File: src/rtl/rtc_cal_pkg.sv
package rtc_cal_pkg;

  localparam int REG_AW = 3;
  localparam int REG_DW = 32;

  localparam logic [REG_AW-1:0] ADDR_CTRL   = 3'd0;
  localparam logic [REG_AW-1:0] ADDR_STAT   = 3'd1;
  localparam logic [REG_AW-1:0] ADDR_CNT_HI = 3'd2;
  localparam logic [REG_AW-1:0] ADDR_CNT_LO = 3'd3;
  localparam logic [REG_AW-1:0] ADDR_ALM_HI = 3'd4;
  localparam logic [REG_AW-1:0] ADDR_ALM_LO = 3'd5;

  typedef struct packed {
    logic [4:0] trim;
    logic       trim_en;
    logic [3:0] tap_sel;
    logic       tap_en;
    logic       alm_en;
    logic       run_en;
  } ctrl_t;

  function automatic ctrl_t ctrl_unpack(input logic [REG_DW-1:0] w);
    ctrl_t c;
    c.run_en  = w[0];
    c.alm_en  = w[1];
    c.tap_en  = w[3];
    c.tap_sel = w[7:4];
    c.trim_en = w[8];
    c.trim    = w[14:10];
    return c;
  endfunction

  function automatic logic [REG_DW-1:0] ctrl_pack(input ctrl_t c);
    logic [REG_DW-1:0] w;
    w        = '0;
    w[0]     = c.run_en;
    w[1]     = c.alm_en;
    w[3]     = c.tap_en;
    w[7:4]   = c.tap_sel;
    w[8]     = c.trim_en;
    w[14:10] = c.trim;
    return w;
  endfunction

endpackage

File: src/rtl/rtc_cal_step.sv
module rtc_cal_step #(
  parameter int WIN_LOG2 = 15
) (
  input  logic       clk,
  input  logic       rst_n,
  input  logic       run_en,
  input  logic       tick,
  input  logic       trim_en,
  input  logic [4:0] trim,
  output logic       step_en,
  output logic [1:0] step_amt
);

  logic [WIN_LOG2-1:0] win_q, win_d;
  logic [4:0]          mag;
  logic                in_adj;

  generate
    if (WIN_LOG2 < 5) begin : g_bad_win
      initial $error("WIN_LOG2 must be at least 5");
    end
  endgenerate

  always_comb begin
    mag     = trim[4] ? (~trim + 5'd1) : trim;
    in_adj  = trim_en && (win_q < WIN_LOG2'(mag));
    step_en = run_en && tick;
    if (!in_adj)       step_amt = 2'd1;
    else if (trim[4])  step_amt = 2'd0;
    else               step_amt = 2'd2;
    if (!run_en)       win_d = '0;
    else if (tick)     win_d = win_q + 1'b1;
    else               win_d = win_q;
  end

  always_ff @(posedge clk or negedge rst_n) begin
    if (!rst_n) win_q <= '0;
    else        win_q <= win_d;
  end


  restart_chk: assert property (@(posedge clk) disable iff (!rst_n)
    !run_en |=> (win_q == '0));

endmodule

File: src/rtl/rtc_events.sv
module rtc_events #(
  parameter int CNT_W = 47
) (
  input  logic             clk,
  input  logic             rst_n,
  input  logic [CNT_W-1:0] cnt_q,
  input  logic [CNT_W-1:0] cnt_d,
  input  logic             step_en,
  input  logic [CNT_W-1:0] alarm,
  input  logic             alm_en,
  input  logic [3:0]       tap_sel,
  input  logic [1:0]       clr,
  output logic [1:0]       flags
);

  logic [1:0] flags_d;
  logic       alm_hit, tap_rise;

  always_comb begin
    alm_hit    = alm_en && (cnt_q == alarm);
    tap_rise   = step_en && !cnt_q[tap_sel] && cnt_d[tap_sel];
    flags_d[0] = alm_hit  | (flags[0] & ~clr[0]);
    flags_d[1] = tap_rise | (flags[1] & ~clr[1]);
  end

  always_ff @(posedge clk or negedge rst_n) begin
    if (!rst_n) flags <= '0;
    else        flags <= flags_d;
  end


  alarm_flag_chk: assert property (@(posedge clk) disable iff (!rst_n)
    (alm_en && cnt_q == alarm) |=> flags[0]);


  sticky_alm_chk: assert property (@(posedge clk) disable iff (!rst_n)
    (flags[0] && !clr[0]) |=> flags[0]);


  sticky_tap_chk: assert property (@(posedge clk) disable iff (!rst_n)
    (flags[1] && !clr[1]) |=> flags[1]);


  tap_quiet_chk: assert property (@(posedge clk) disable iff (!rst_n)
    (!step_en && (!flags[1] || clr[1])) |=> !flags[1]);

endmodule

File: src/rtl/rtc_calib_top.sv
module rtc_calib_top
  import rtc_cal_pkg::*;
#(
  parameter int CNT_HI_W = 15,
  parameter int CNT_LO_W = 32,
  parameter int WIN_LOG2 = 15
) (
  input  logic        clk,
  input  logic        rst_n,
  input  logic        tick,
  input  logic        reg_wr,
  input  logic [2:0]  reg_addr,
  input  logic [31:0] reg_wdata,
  output logic [31:0] reg_rdata,
  output logic        irq
);

  localparam int CNT_W = CNT_HI_W + CNT_LO_W;

  logic [1:0]       rst_pipe;
  logic             rst_sn;
  ctrl_t            ctrl_q, ctrl_d;
  logic [CNT_W-1:0] cnt_q, cnt_d, alm_q, alm_d;
  logic             step_en;
  logic [1:0]       step_amt;
  logic [1:0]       flags, clr;
  logic             wr_ctrl, wr_stat, wr_chi, wr_clo, wr_ahi, wr_alo;

  always_ff @(posedge clk or negedge rst_n) begin
    if (!rst_n) rst_pipe <= '0;
    else        rst_pipe <= {rst_pipe[0], 1'b1};
  end
  assign rst_sn = rst_pipe[1];

  rtc_cal_step #(.WIN_LOG2(WIN_LOG2)) u_step (
    .clk(clk), .rst_n(rst_sn), .run_en(ctrl_q.run_en), .tick(tick),
    .trim_en(ctrl_q.trim_en), .trim(ctrl_q.trim),
    .step_en(step_en), .step_amt(step_amt)
  );

  rtc_events #(.CNT_W(CNT_W)) u_evt (
    .clk(clk), .rst_n(rst_sn), .cnt_q(cnt_q), .cnt_d(cnt_d),
    .step_en(step_en), .alarm(alm_q), .alm_en(ctrl_q.alm_en),
    .tap_sel(ctrl_q.tap_sel), .clr(clr), .flags(flags)
  );

  always_comb begin
    wr_ctrl = reg_wr && reg_addr == ADDR_CTRL;
    wr_stat = reg_wr && reg_addr == ADDR_STAT;
    wr_chi  = reg_wr && reg_addr == ADDR_CNT_HI && !ctrl_q.run_en;
    wr_clo  = reg_wr && reg_addr == ADDR_CNT_LO && !ctrl_q.run_en;
    wr_ahi  = reg_wr && reg_addr == ADDR_ALM_HI && !ctrl_q.alm_en;
    wr_alo  = reg_wr && reg_addr == ADDR_ALM_LO && !ctrl_q.alm_en;
    clr     = wr_stat ? reg_wdata[1:0] : 2'b00;

    ctrl_d = wr_ctrl ? ctrl_unpack(reg_wdata) : ctrl_q;

    cnt_d = cnt_q;
    if (step_en)     cnt_d = cnt_q + CNT_W'(step_amt);
    else if (wr_chi) cnt_d = {reg_wdata[CNT_HI_W-1:0], cnt_q[CNT_LO_W-1:0]};
    else if (wr_clo) cnt_d = {cnt_q[CNT_W-1:CNT_LO_W], reg_wdata[CNT_LO_W-1:0]};

    alm_d = alm_q;
    if (wr_ahi)      alm_d = {reg_wdata[CNT_HI_W-1:0], alm_q[CNT_LO_W-1:0]};
    else if (wr_alo) alm_d = {alm_q[CNT_W-1:CNT_LO_W], reg_wdata[CNT_LO_W-1:0]};
  end

  always_ff @(posedge clk or negedge rst_sn) begin
    if (!rst_sn) begin
      ctrl_q <= '0;
      cnt_q  <= '0;
      alm_q  <= '0;
    end else begin
      ctrl_q <= ctrl_d;
      cnt_q  <= cnt_d;
      alm_q  <= alm_d;
    end
  end

  always_comb begin
    reg_rdata = '0;
    case (reg_addr)
      ADDR_CTRL:   reg_rdata = ctrl_pack(ctrl_q);
      ADDR_STAT:   reg_rdata = {30'd0, flags};
      ADDR_CNT_HI: reg_rdata = 32'(cnt_q[CNT_W-1:CNT_LO_W]);
      ADDR_CNT_LO: reg_rdata = cnt_q[CNT_LO_W-1:0];
      ADDR_ALM_HI: reg_rdata = 32'(alm_q[CNT_W-1:CNT_LO_W]);
      ADDR_ALM_LO: reg_rdata = alm_q[CNT_LO_W-1:0];
      default:     reg_rdata = '0;
    endcase
    irq = (flags[0] && ctrl_q.alm_en) || (flags[1] && ctrl_q.tap_en);
  end


  idle_hold_chk: assert property (@(posedge clk) disable iff (!rst_sn)
    (ctrl_q.run_en && !tick) |=> $stable(cnt_q));


  frozen_chk: assert property (@(posedge clk) disable iff (!rst_sn)
    (!ctrl_q.run_en && !(reg_wr && (reg_addr == ADDR_CNT_HI || reg_addr == ADDR_CNT_LO)))
    |=> $stable(cnt_q));


  unit_step_chk: assert property (@(posedge clk) disable iff (!rst_sn)
    (ctrl_q.run_en && tick && !ctrl_q.trim_en) |=> (cnt_q == $past(cnt_q) + 1'b1));


  step_bound_chk: assert property (@(posedge clk) disable iff (!rst_sn)
    (ctrl_q.run_en && tick) |=> ((cnt_q - $past(cnt_q)) <= CNT_W'(2)));


  alarm_hold_chk: assert property (@(posedge clk) disable iff (!rst_sn)
    ctrl_q.alm_en |=> $stable(alm_q));

endmodule

File: config.mk
export PLATFORM = sky130hd
export DESIGN_NAME = rtc_calib_top
export DESIGN_NICKNAME = d
export VERILOG_FILES = /design/src/rtl/rtc_cal_pkg.sv /design/src/rtl/rtc_cal_step.sv /design/src/rtl/rtc_events.sv /design/src/rtl/rtc_calib_top.sv
export SDC_FILE = /design/constraint.sdc
export NUM_CORES = 1
export LEC_CHECK = 0
export BUFFER_PORTS_ARGS = -buffer_cell sky130_fd_sc_hd__buf_4
export CORE_ASPECT_RATIO = 1.2
export CORE_MARGIN = 2
export CORE_UTILIZATION = 50
export CTS_BUF_LIST = sky130_fd_sc_hd__clkbuf_2 sky130_fd_sc_hd__clkbuf_4 sky130_fd_sc_hd__clkbuf_8
export CTS_CLUSTER_SIZE = 30
export DETAILED_ROUTE_END_ITERATION = 7
export PLACE_DENSITY = 0.69
export SYNTH_ARGS = -nofsm -noshare
export SYNTH_HDL_FRONTEND = slang
export SYNTH_SLANG_ARGS = --single-unit
File: constraint.sdc
create_clock -name clk -period 5.34 [get_ports clk]
set_clock_uncertainty 0.05 [all_clocks]
set_input_delay 0.267 -clock clk [delete_from_list [all_inputs] [get_ports clk]]
set_output_delay 0.267 -clock clk [all_outputs]
set_load 0.02 [all_outputs]
==> impl_metrics.py, run 1 <==
metrics = {
    "run_status": {
        "status": "completed",
    },
    "die": {
        "placementRows": 50,
        "initial_utilization": 0.505,
        "design.portCount": 72,
        "die-height_um": 141,
        "die_area_mm2": 0.0166,
        "die_w_um": 118,
        "core_outline_area_mm2": 0.0155,
    },
    "grt": {
        "initial_antenna_violation_count": 0,
        "total_routing_resource_utilization_after_global_routing": 0.314,
        "first_global_vias": 6964,
        "grt_start_max_net_pins": 81,
        "grt.overflow.total": 0,
        "grt_first_pass_wirelength_um": 39900,
    },
    "synth": {
        "synth-compound-area-share": 0.164,
        "synth-warning-count": 0,
        "synth-adder-area-share": 0.0154,
        "yosys-mux-area-fraction": 0.122,
        "synth_nets": 861,
        "synth_xor_area_frac": 0.0583,
        "yosys_most_used_dff": "dfrtp_1",
        "number_of_enable_type_register_cells_in_the_synthesized_netlist": 0,
        "post_synth_inst_count": 813,
        "synth_top_family_by_area": "simple AND/OR/NAND/NOR gates",
        "netlist.top_cell.by_area": "dfrtp_1",
        "ys_types": 73,
        "synthSimpleGateAreaFrac": 0.195,
        "synth_top_cells_by_area": "dfrtp_1 (40%), mux2_2 (7.9%), xnor2_1 (4.1%)",
        "synth.top_cell.area_share": 0.404,
        "synthArstFlopShare": 1.00,
        "synth.cell_area_mm2": 0.00781,
        "synth_seq_area_share": 0.404,
        "postSynthAreaPerCell_um2": 9.61,
        "ys_seq_elements": 126,
    },
    "critical_path": {
        "path_depth": 18,
        "r2r-end": "cnt_q[46]$_DFFE_PN0P_",
        "worstSetupStartpointType": "flip-flop",
        "cpMaxStageDelayCell": "nor4_4",
        "crit_path_max_fanout": 7,
        "worst-path-buf-inv": 1,
        "timing_worst_setup_path_type": "reg -> reg",
        "worst_setup_ep_type": "flip-flop",
        "timing.critical_path.cells": "inv_1 -> ha_1 -> mux2i_1 -> ha_1 -> a21o_1 -> a21oi_1 -> nor2b_1 -> o21ai_0 -> nand4_1 -> nor2_1 -> fa_1 -> and4_1 -> nand4_2 -> nor4_4 -> nand3_1 -> o21ai_0 -> nand2_1 -> a221o_1",
        "rrSetupSlack_ns": 1.01,
        "critical_path.max_stage_delay_ns": 0.49,
        "worst-r2r-cell-count": 18,
        "critPathTopFamily": "simple AND/OR/NAND/NOR gates",
        "critical_path_arrival_ns": 4.63,
        "worst_ep_required_time_ns": 5.64,
        "timing.rr.start": "ctrl_q[8]$_DFFE_PN0P_",
    },
    "power_and_ir_drop": {
        "power_leakage_nw": 3.82,
        "ir_drop_uv": 202,
        "power.density_cell_area_mw_per_mm2": 405,
    },
    "min_path": {
        "min_to": "cnt_q[41]$_DFFE_PN0P_",
        "hp-class": "in -> reg",
        "timing.hold.worst_path_depth": 3,
        "worst_hold_launch": "reg_wdata[9]",
    },
    "sta": {
        "finalSetupViolations": 0,
        "final.min_clock_period_ns": 4.33,
        "timing.slew.headroom": 0.264,
        "maxClockFrequency_mhz": 231,
        "hold_viol": 0,
        "drv_slew": 0,
        "totalNegativeSetupSlack_ns": 0,
        "final_min_period_over_clock_period": 0.812,
        "post-route-worst-setup-slack_ns": 1.01,
        "timing_worst_slew_pin_value_ns": 1.10,
        "rsz0062_at_grt": "false",
    },
    "clock_network": {
        "cts-root-buf": "clkbuf_8",
        "clkLatencyLatePin_ns": 0.46,
        "numCtsBuffers": 17,
        "cts.reportedPaths.clkPinSlew_ns": 0.07,
        "clockBufferDepth": 2,
        "tritoncts_clock_tree": "yes",
        "htree_num_levels": 4,
        "clock-sinks": 126,
    },
    "cells_and_area": {
        "area_delta_synth_final_pct": 15.5,
        "mostFrequentLayoutCell": "dfrtp_1",
        "layout.nets": 923,
        "layout-drive-gt1-share": 0.216,
        "insertedDiodeCount": 0,
        "final_cell_mix": "dfrtp_1 (125), nand2_1 (81), buf_4 (80), mux2_2 (55), o21ai_0 (49)",
    },
    "route": {
        "drtPass1Iterations": 5,
        "route.detailed.vias_per_inst": 6.45,
        "post_detailed_route_wirelength_per_cell_um": 23.1,
        "detail-route-antenna-nets": 0,
        "initialDrtViolationCount": 820,
        "dr_total_vias": 7067,
        "drcViolationCount": 0,
        "drt_wl_total_um": 25400,
    },
    "place": {
        "gp_congestion": 0.976,
        "dp_worst_setup_slack_ns": 1.08,
        "count_of_buffers_inserted_at_the_top_level_ports": 71,
        "hpwlAfterDp_um": 18300,
    },
    "job": {
        "cap_viol_max_count": 0,
    },
}
-- metal layers --
layer / share of wire / up-vias / global-route usage
met4: 0.052 / 0 / 0.183
met5: 0 / - / 0
met3: 0.077 / 71 / 0.0631
li1: - / 3132 / -
met1: 0.40 / 3468 / 0.401
met2: 0.47 / 396 / 0.497
-- how the worst max path moves through the flow --
stage,start,end,slack [ns]
after floorplan,ctrl_q[8]$_DFFE_PN0P_,u_evt.flags[1]$_DFF_PN0_,1.45
after global placement,ctrl_q[8]$_DFFE_PN0P_,cnt_q[46]$_DFFE_PN0P_,1.21
after detailed placement,ctrl_q[8]$_DFFE_PN0P_,cnt_q[46]$_DFFE_PN0P_,1.08
after CTS,ctrl_q[8]$_DFFE_PN0P_,cnt_q[46]$_DFFE_PN0P_,1.09
after global routing,ctrl_q[8]$_DFFE_PN0P_,cnt_q[46]$_DFFE_PN0P_,0.74
final,ctrl_q[8]$_DFFE_PN0P_,cnt_q[46]$_DFFE_PN0P_,1.01
-- registers in the layout, summed over array words and instances (netlist names) --
name	cells
alm_q	47
cnt_q	47
u_step.win_q	15
ctrl_q	13
rst_pipe	2
u_evt.flags	2
-- synth_stat cells (all sizes together), types with 3 or more instances --
cell      n
clkbuf   31
a311oi    6
nand4    17
a31oi     8
and4      5
a21oi    29
and3     20
nand3    31
a22o     22
nor4     19
a21o      3
ha        8
o311ai    3
a211oi    6
dfrtp   126
and2     17
nand2    81
o41ai     3
o22ai     9
or2       3
xnor2    37
inv      19
nor2b     5
or3       4
xor2     15
nor3     22
nor2     46
mux2     55
o21ai    51
nor4b     3
o221a     3
nand2b    5
o211ai    7
a22oi     3
mux4      5
a221o    13
buf      23
mux2i    22
-- stage by stage --
step | total power, W | std cells | util | instance area [um^2] | hold slack (ns)
6_report | 0.00365 | 1096 | 0.584 | 9020 | 0.0239
2_1_floorplan | 0.00231 | 813 | - | 7810 | -0.0786
3_3_place_gp | 0.00271 | 1047 | 0.546 | 8430 | -0.000937
5_1_grt | 0.00383 | 1096 | 0.584 | 9020 | 0.0188
3_5_place_dp | 0.00274 | 1047 | 0.546 | 8430 | 0.000110
4_1_cts | 0.00363 | 1096 | 0.584 | 9020 | 0.00298
-- layout make-up --
cell class              count  area, um^2
clock buffers              27         340
clock inverters             5        77.6
fillers                  1382        6430
inverters                  19        71.3
multi-input cells         614        4340
flip-flops and latches    126        3160
well taps                 208         260
repair buffers             97         771
-- logic make-up (layout without fill, tap and decap cells) --
| kind of cell | after synthesis | in the layout |
|---|---|---|
| compound gates | 185 | 185 |
| xor+xnor | 52 | 52 |
| fa+ha+maj | 9 | 9 |
| buf+inv | 73 | 148 |
| flops | 126 | 126 |
| mux | 82 | 82 |
| other cells | 1 | 1 |
| simple gates | 285 | 285 |
-- what timing repair did --
| action | in CTS | in global routing |
|---|---|---|
| resized for setup | 0 | 0 |
| endpoints found under the hold margin | 25 | 0 |
| hold buffers | 17 | 0 |
| setup buffers | 0 | 0 |
-- worst reg2reg max path: stages, from the launching register on --
cell and delay [ns]:
dfrtp_1 0.41, inv_1 0.08, ha_1 0.30, mux2i_1 0.15, ha_1 0.25, a21o_1 0.15
a21oi_1 0.15, nor2b_1 0.06, o21ai_0 0.14, nand4_1 0.15, nor2_1 0.22, fa_1 0.26
and4_1 0.35, nand4_2 0.27, nor4_4 0.49, nand3_1 0.17, o21ai_0 0.20, nand2_1 0.08
a221o_1 0.29
-- report_power, final --
group	internal, W	total, W	switching [W]
registers	0.00119	0.00161	0.000423
clock network	0.000502	0.000887	0.000385
logic	0.000557	0.00115	0.000592
Note: power is estimated with default switching activity, not from simulation.
==> run 2: changes to the inputs <==
==> constraint.sdc (replaced) <==
create_clock -name clk -period 4.2 [get_ports clk]
set_clock_uncertainty 0.05 [all_clocks]
set_input_delay 0.21 -clock clk [delete_from_list [all_inputs] [get_ports clk]]
set_output_delay 0.21 -clock clk [all_outputs]
set_load 0.02 [all_outputs]
==> impl_metrics.py, run 2 (synthesis results as in run 1) <==
metrics = {
    "critical_path": {
        "timing_worst_setup_path_type": "reg -> reg",
        "worstSetupStartpointType": "flip-flop",
        "worst_ep_required_time_ns": 4.49,
        "worst_setup_ep_type": "flip-flop",
        "crit_path_max_fanout": 5,
        "critical_path_arrival_ns": 4.28,
    },
    "min_path": {
        "hp-class": "in -> reg",
    },
    "job": {
        "cap_viol_max_count": 0,
    },
    "route": {
        "met1Wirelength_um": 10200,
        "route.detailed.vias_per_inst": 6.46,
        "dr_total_vias": 7229,
        "detail_route_met2_wl_um": 12500,
        "post_detailed_route_wirelength_per_cell_um": 23.1,
        "route.top_layer_used": "met4",
        "drt_wl_total_um": 25800,
        "drtPass1Iterations": 5,
        "initialDrtViolationCount": 617,
        "detail-route-antenna-nets": 0,
        "drcViolationCount": 0,
        "met3RoutedLength_um": 2020,
    },
    "clock_network": {
        "clkLatencyLatePin_ns": 0.46,
        "cts-root-buf": "clkbuf_8",
        "clockBufferDepth": 2,
        "cts.reportedPaths.clkPinSlew_ns": 0.08,
        "htree_num_levels": 4,
        "tritoncts_clock_tree": "yes",
        "numCtsBuffers": 17,
        "clock-sinks": 126,
    },
    "cells_and_area": {
        "insertedDiodeCount": 0,
        "layout-drive-gt1-share": 0.238,
        "layout.nets": 946,
        "final_cell_mix": "dfrtp_1 (125), buf_4 (90), nand2_1 (80), mux2_2 (55), o21ai_0 (47)",
        "area_delta_synth_final_pct": 18.8,
        "layout.area.seq_mm2": 0.00316,
        "multiInputGateArea_mm2": 0.00442,
        "mostFrequentLayoutCell": "dfrtp_1",
        "reg.largest.list": "alm_q x47, cnt_q x47, u_step.win_q x15",
        "fillers": 1326,
    },
    "sta": {
        "timing_worst_slew_pin_value_ns": 1.15,
        "drv_slew": 0,
        "rsz0062_at_grt": "true",
        "final_min_period_over_clock_period": 0.948,
        "hold_viol": 0,
        "final.min_clock_period_ns": 3.98,
        "timing.slew.headroom": 0.232,
        "totalNegativeSetupSlack_ns": 0,
        "maxClockFrequency_mhz": 251,
        "finalSetupViolations": 0,
    },
    "place": {
        "gp_congestion": 0.952,
        "hpwlAfterDp_um": 18400,
        "count_of_buffers_inserted_at_the_top_level_ports": 71,
    },
    "die": {
        "die_w_um": 118,
        "design.portCount": 72,
        "initial_utilization": 0.505,
        "placementRows": 50,
        "die-height_um": 141,
        "die_area_mm2": 0.0166,
        "core_outline_area_mm2": 0.0155,
    },
    "power_and_ir_drop": {
        "power.density_cell_area_mw_per_mm2": 503,
        "power_leakage_nw": 3.90,
        "ir_drop_uv": 287,
        "report.power.total_w": 0.00466,
    },
    "grt": {
        "grt_first_pass_wirelength_um": 40400,
        "grt_start_max_net_pins": 64,
        "total_routing_resource_utilization_after_global_routing": 0.314,
        "first_global_vias": 7247,
        "grt.overflow.total": 0,
        "initial_antenna_violation_count": 0,
    },
    "run_status": {
        "status": "completed",
    },
}
## run 2: cell count changes in the layout (fill, tap and decap cells not counted), moves of 3 or more
cell / change
clkbuf_4: -4
clkinvlp_4: +4
inv_6: +3
dlygate4sd3_1: +13
clkbuf_8: -4
buf_4: +10
## run 2: worst paths after layout
path,start,to,slack (ns),depth (start not counted)
max in group asynchronous,rst_pipe[1]$_DFF_PN0_,ctrl_q[4]$_DFFE_PN0P_,2.70,1
min reg2reg,rst_pipe[0]$_DFF_PN0_,rst_pipe[1]$_DFF_PN0_,0.31,0
min,reg_wdata[4],alm_q[36]$_DFFE_PN0P_,0.02,2
max,ctrl_q[9]$_DFFE_PN0P_,u_evt.flags[1]$_DFF_PN0_,0.22,18
min in group asynchronous,rst_pipe[1]$_DFF_PN0_,alm_q[36]$_DFFE_PN0P_,0.40,0
max reg2reg,ctrl_q[9]$_DFFE_PN0P_,u_evt.flags[1]$_DFF_PN0_,0.22,18
## run 2: final cells by class
| cell class | count | area share |
|---|---|---|
| Tap cell | 208 | 0.0281 |
| Clock inverter | 13 | 0.0150 |
| Clock buffer | 19 | 0.0275 |
| Sequential cell | 126 | 0.340 |
| Timing Repair Buffer | 120 | 0.105 |
| Inverter | 19 | 0.00769 |
| Multi-Input combinational cell | 614 | 0.476 |
## run 2: metrics by stage
step / worst slack, ns / hold WS [ns] / area [um^2] / util / std cells
5_1_grt: -0.0515 / 0.0145 / 9280 / 0.600 / 1119
2_1_floorplan: 0.307 / -0.136 / 7810 / - / 813
6_report: 0.217 / 0.0155 / 9280 / 0.600 / 1119
3_3_place_gp: 0.187 / -0.0573 / 8470 / 0.548 / 1053
3_5_place_dp: 0.0267 / -0.0562 / 8470 / 0.548 / 1053
4_1_cts: 0.0242 / 0.00257 / 9170 / 0.593 / 1115
## run 2: routing by layer
| metal | GRT usage | vias to the layer above |
|---|---|---|
| met5 | 0 | - |
| met4 | 0.150 | 0 |
| met3 | 0.0619 | 77 |
| met2 | 0.516 | 401 |
| met1 | 0.398 | 3576 |
| li1 | - | 3175 |
## run 2: worst max-delay path, cell delays in order (launching register included)
cell	delay, ns
dfrtp_1	0.39
inv_1	0.07
ha_1	0.26
mux2i_1	0.18
ha_1	0.26
a21o_1	0.15
a21oi_1	0.14
nor2b_1	0.06
o21ai_1	0.13
nand4_1	0.18
ha_2	0.27
fa_2	0.39
and4_1	0.18
buf_4	0.16
a311oi_2	0.34
or4b_1	0.18
nand3b_1	0.07
a211o_1	0.29
o221a_2	0.12
## run 2: what timing repair did
action                     in CTS  in global routing
resized for setup               0                 20
buffers inserted                0                  4
hold buffers                   30                  0
setup endpoints to repair       0                 19
hold endpoints to repair       58                  0
## run 2: where the power goes
group / internal, W / leakage [nW] / total, W / switching, W
combinational: 0.000747 / 2.17 / 0.00153 / 0.000786
sequential: 0.00151 / 1.55 / 0.00205 / 0.000542
clock: 0.000550 / 0.188 / 0.00108 / 0.000526
total: 0.00281 / 3.90 / 0.00466 / 0.00185
